[src/rtl/mul_disp_pkg.sv]
package mul_disp_pkg;

  typedef struct packed {
    logic load;     // first cycle of a scan slot
    logic selTens;  // 0 = units slot, 1 = tens slot
  } scanCtl_t;

  localparam logic [6:0] SEG_BLANK = 7'b1111111;

  // active-low pattern, bit 0 = segment a ... bit 6 = segment g
  function automatic logic [6:0] bcdToSeg(input logic [3:0] digit);
    logic [6:0] pat;
    case (digit)
      4'd0:    pat = 7'b1000000;
      4'd1:    pat = 7'b1111001;
      4'd2:    pat = 7'b0100100;
      4'd3:    pat = 7'b0110000;
      4'd4:    pat = 7'b0011001;
      4'd5:    pat = 7'b0010010;
      4'd6:    pat = 7'b0000010;
      4'd7:    pat = 7'b1111000;
      4'd8:    pat = 7'b0000000;
      4'd9:    pat = 7'b0010000;
      default: pat = SEG_BLANK;
    endcase
    return pat;
  endfunction

endpackage

[src/rtl/mul_disp_ctrl.sv]
module mul_disp_ctrl
  import mul_disp_pkg::*;
#(
  parameter int PRESCALE = 50000
) (
  input  logic     clk,
  input  logic     rst,
  output scanCtl_t ctl
);
  localparam int CNT_W = (PRESCALE > 1) ? $clog2(PRESCALE) : 1;
  localparam logic [CNT_W-1:0] LAST = CNT_W'(PRESCALE - 1);

  logic [CNT_W-1:0] slotCnt;
  logic             selTens;

  always_ff @(posedge clk) begin
    if (rst) begin
      slotCnt <= '0;
      selTens <= 1'b0;
    end else if (slotCnt == LAST) begin
      slotCnt <= '0;
      selTens <= ~selTens;
    end else begin
      slotCnt <= slotCnt + 1'b1;
    end
  end

  always_comb begin
    ctl.load    = (slotCnt == '0);
    ctl.selTens = selTens;
  end
endmodule

[src/rtl/mul_disp_path.sv]
module mul_disp_path
  import mul_disp_pkg::*;
#(
  parameter int OP_W   = 3,
  parameter int DIGITS = 8
) (
  input  logic              clk,
  input  logic              rst,
  input  scanCtl_t          ctl,
  input  logic [OP_W-1:0]   opA,
  input  logic [OP_W-1:0]   opB,
  output logic [6:0]        seg,
  output logic [DIGITS-1:0] anode
);
  localparam int PROD_W = 2 * OP_W;
  localparam logic [PROD_W-1:0] TEN = PROD_W'(10);

  logic [PROD_W-1:0] product;
  logic [3:0]        tensDigit;
  logic [3:0]        unitsDigit;
  logic [3:0]        shownDigit;
  logic [DIGITS-1:0] nextAnode;
  logic [6:0]        segQ;
  logic [DIGITS-1:0] anodeQ;

  always_comb begin
    product    = PROD_W'(opA) * PROD_W'(opB);
    tensDigit  = 4'(product / TEN);
    unitsDigit = 4'(product % TEN);
    shownDigit = ctl.selTens ? tensDigit : unitsDigit;
  end

  for (genvar i = 0; i < DIGITS; i++) begin : g_enable
    if (i == 0) begin : g_units
      assign nextAnode[i] = ctl.selTens;
    end else if (i == 1) begin : g_tens
      assign nextAnode[i] = ~ctl.selTens;
    end else begin : g_idle
      assign nextAnode[i] = 1'b1;
    end
  end

  always_ff @(posedge clk) begin
    if (rst) begin
      segQ   <= SEG_BLANK;
      anodeQ <= '1;
    end else if (ctl.load) begin
      segQ   <= bcdToSeg(shownDigit);
      anodeQ <= nextAnode;
    end
  end

  assign seg   = segQ;
  assign anode = anodeQ;
endmodule

[src/rtl/mul_disp_top.sv]
module mul_disp_top
  import mul_disp_pkg::*;
#(
  parameter int OP_W     = 3,
  parameter int DIGITS   = 8,
  parameter int PRESCALE = 50000
) (
  input  logic       clk,
  input  logic       rst,
  input  logic [2:0] opA,
  input  logic [2:0] opB,
  output logic [6:0] seg,
  output logic [7:0] anode
);
  scanCtl_t ctl;

  mul_disp_ctrl #(.PRESCALE(PRESCALE)) ctrl_i (
    .clk (clk),
    .rst (rst),
    .ctl (ctl)
  );

  mul_disp_path #(.OP_W(OP_W), .DIGITS(DIGITS)) path_i (
    .clk   (clk),
    .rst   (rst),
    .ctl   (ctl),
    .opA   (opA),
    .opB   (opB),
    .seg   (seg),
    .anode (anode)
  );
endmodule

[config.mk]
export PLATFORM = sky130hd
export DESIGN_NAME = mul_disp_top
export DESIGN_NICKNAME = d
export VERILOG_FILES = /design/src/rtl/mul_disp_pkg.sv /design/src/rtl/mul_disp_ctrl.sv /design/src/rtl/mul_disp_path.sv /design/src/rtl/mul_disp_top.sv
export SDC_FILE = /design/constraint.sdc
export NUM_CORES = 1
export LEC_CHECK = 0
export ABC_AREA = 1
export BUFFER_PORTS_ARGS = -buffer_cell sky130_fd_sc_hd__buf_2
export CORE_AREA = 3 3 71 73
export CTS_CLUSTER_DIAMETER = 30
export CTS_CLUSTER_SIZE = 12
export DETAILED_ROUTE_END_ITERATION = 10
export DIE_AREA = 0 0 74 76
export GPL_ROUTABILITY_DRIVEN = 0
export GPL_TIMING_DRIVEN = 0
export PLACE_DENSITY = 0.6
export SYNTH_ARGS = -nofsm -noshare
export SYNTH_HDL_FRONTEND = slang
export SYNTH_SLANG_ARGS = --single-unit
[constraint.sdc]
create_clock -name clk -period 4.25 [get_ports clk]
set_input_delay 0.425 -clock clk [delete_from_list [all_inputs] [get_ports clk]]
set_output_delay 0.425 -clock clk [all_outputs]
set_load 0.02 [all_outputs]
==> flow_metrics.env <==
export IMPL_status="finished, final reports clean"
export IMPL_setup_violations=0
export IMPL_setup_tns_ps=0
export IMPL_hold_path_class="input pin to register"
export IMPL_crit_fanout=4
export IMPL_drive_gt1_share_pct=14.5
export IMPL_postCtsSetupRepairBufs=0
export IMPL_drc=0
export IMPL_tritoncts="built"
export IMPL_p_leak_uw=0.00104
export IMPL_totalWireLength_um=3160
export IMPL_worstRegToRegCells=13
export IMPL_hold_path_startpoint="rst"
export IMPL_synth_top_cell_area_share_pct=29.2
export IMPL_grt_pass1_vias=1467
export IMPL_htreeDepth=1
export IMPL_crit_type="input pin to register"
export IMPL_finalMaxSlewViolations=0
export IMPL_netlist_instances=278
export IMPL_io_pin_count=23
export IMPL_use_met3_pct=2.37
export IMPL_max_cap_viol_count=0
export IMPL_grt_max_degree=15
export IMPL_die_area_um2=5620
export IMPL_slowest_stage="fa_1"
export IMPL_rsz0062_at_grt="false"
export IMPL_wl_per_cell_um=8.89
export IMPL_syn_area_um2=1790
export IMPL_cp_end_kind="register"
export IMPL_drtPass1Iterations=4
export IMPL_ir_drop_uv=173
export IMPL_clockBufferDepth=2
export IMPL_p_total_uw=668
export IMPL_areaGrowthSynthToFinish_pct=12.3
export IMPL_ant_nets=0
export IMPL_whs_endpoint="path_i.seg[0]$_SDFFE_PP1N_"
export IMPL_whs_path_depth=3
export IMPL_track_usage_pct=12.5
export IMPL_hold_buffers=0
export IMPL_cts_made_buffers=3
export IMPL_ys_warnings_count=0
export IMPL_power_density_nw_per_um2=333
export IMPL_period_needed_ps=3750
export IMPL_core_area_um2=4410
export IMPL_fin_crit_sh_pct=88.2
export IMPL_rows=24
export IMPL_hpwlAfterDp_um=2640
export IMPL_busiest_layer="met2"
export IMPL_root_buffer="clkbuf_8"
export IMPL_fill_cells=489
export IMPL_grt_pass1_wl_um=5960
export IMPL_dieWidth_um=74
export IMPL_start_util_pct=40.4
export IMPL_yosysTopAreaCell="dfxtp_1"
export IMPL_reg2reg_slack_ps=2190
export IMPL_via_per_inst=4.59
export IMPL_synth_seq_cells=26
export IMPL_worstSetupStartpointType="input pin"
export IMPL_synth_area_per_cell_um2=6.42
export IMPL_hold_viol=0
export IMPL_multi_input_area_um2=1040
export IMPL_clk_latency_ps=270
export IMPL_r2r_end="ctrl_i.slotCnt[14]$_SDFF_PP0_"
export IMPL_max_stage_delay_ps=550
export IMPL_drt_first_iter_violations=58
export IMPL_antenna_found_initial=0
export IMPL_crit_top_cell="nand2_1"
export IMPL_clk_pin_slew_ps=90
export IMPL_fin_util_pct=45.4
export IMPL_antenna_cells=0
export IMPL_r2r_start="ctrl_i.slotCnt[0]$_SDFF_PP0_"
export IMPL_yosysSeqAreaShare_pct=29.2
export IMPL_ctsResizeCount=0
export IMPL_synthTopCellsByArea="dfxtp_1 29%, nand2_1 15%, inv_1 9.7%, ha_1 9.1%, nand3_1 6.2%"
export IMPL_grt_overflow_total=0
export IMPL_use_met1_pct=16.8
export IMPL_vias=1631
export IMPL_final_cell_mix="73 x nand2_1, 46 x inv_1, 29 x nor2_1, 26 x dfxtp_1, 22 x nand3_1"
export IMPL_cp_arrival_ps=3920
export IMPL_fmax_ghz=0.267
export IMPL_numPortBuffers=16
export IMPL_yosys_cell_types_count=27
export IMPL_crit_required_ps=4420
export IMPL_clkSinkCount=26
export IMPL_finClkSkew_ps=3.54
export IMPL_mostFrequentLayoutCell="nand2_1"
export IMPL_ff_latch_area_um2=520
export IMPL_nets=327
export IMPL_die_h_um=76
export IMPL_use_met2_pct=20.9
layout make-up:
class | count | area share, %
Inverter | 51 | 9.55
Buffer | 7 | 2.50
Clock buffer | 4 | 2.75
Tap cell | 52 | 3.25
Sequential cell | 26 | 26.0
Timing Repair Buffer | 16 | 4.00
Multi-Input combinational cell | 199 | 52.0
registers in the layout (all words and copies together), names as in the netlist:
name            count
ctrl_i.slotCnt     16
path_i.seg          7
ctrl_i.selTens      1
path_i.anode        2
per-layer routing:
layer / vias up / part of all wire (%) / wire length, um
met5: - / 0 / 0
met4: 0 / 0.38 / 12
met3: 2 / 3.7 / 117
met2: 20 / 46 / 1450
met1: 703 / 50 / 1570
li1: 906 / - / -
worst max-delay path, delay by kind of cell:
family                   cells  cell delay [ps]
AND/OR/NAND/NOR             16             1130
buffers and inverters        8              540
adder cells (fa/ha/maj)      5             1820
cell families (layout without fill, tap and decap cells):
logic type / after synthesis / count (layout) / synth area share, %
compound gates: 31 / 31 / 9.11
flops: 26 / 26 / 29.2
fa+ha+maj: 15 / 15 / 11.4
other cells: 1 / 6 / 0.210
simple gates: 147 / 147 / 36.7
buf+inv: 58 / 78 / 13.5
cell usage after synthesis:
| library cell | n |
|---|---|
| dfxtp_1 | 26 |
| nand3b_1 | 1 |
| nand3_2 | 3 |
| nand3_1 | 22 |
| fa_1 | 2 |
| buf_4 | 6 |
| nand2_1 | 73 |
| o21a_1 | 1 |
| o21ai_0 | 7 |
| nor2_1 | 29 |
| ha_1 | 13 |
| a21oi_1 | 17 |
| nand2_2 | 7 |
| conb_1 | 1 |
| inv_2 | 4 |
| and2_1 | 1 |
| nor3_2 | 1 |
| nor4_1 | 4 |
| o21ai_1 | 4 |
| inv_1 | 46 |
| nor3_1 | 4 |
| buf_2 | 1 |
| nor3b_1 | 1 |
| nand2_4 | 1 |
| clkinv_1 | 1 |
| o21ai_2 | 1 |
| a31oi_1 | 1 |
worst max-delay path by stage:
stage	slack, ps	start	to
after floorplan	640	opA[2]	path_i.seg[3]$_SDFFE_PP1N_
after global placement	200	opA[2]	path_i.seg[3]$_SDFFE_PP1N_
after detailed placement	220	opA[2]	path_i.seg[3]$_SDFFE_PP1N_
after CTS	480	opA[2]	path_i.seg[3]$_SDFFE_PP1N_
after global routing	60	opA[2]	path_i.seg[3]$_SDFFE_PP1N_
final	500	opA[2]	path_i.seg[3]$_SDFFE_PP1N_
report_power, final:
group	leakage [uW]	total [uW]	internal (uW)	switching, uW
registers	0.000213	269	260	8.20
clock network	0.0000288	159	82.7	75.8
logic	0.000803	241	85.8	155
total	0.00104	668	429	239
per-stage QoR:
step	instances	area (um^2)	hold WS, ps	worst slack, ps
after CTS	355	2000	441	481
after floorplan	283	1800	430	636
after global routing	355	2000	463	58.5
final	355	2000	446	500
after detailed placement	351	1950	452	219
after global placement	351	1950	442	204
No activity file was read; power rests on OpenSTA's default activity.
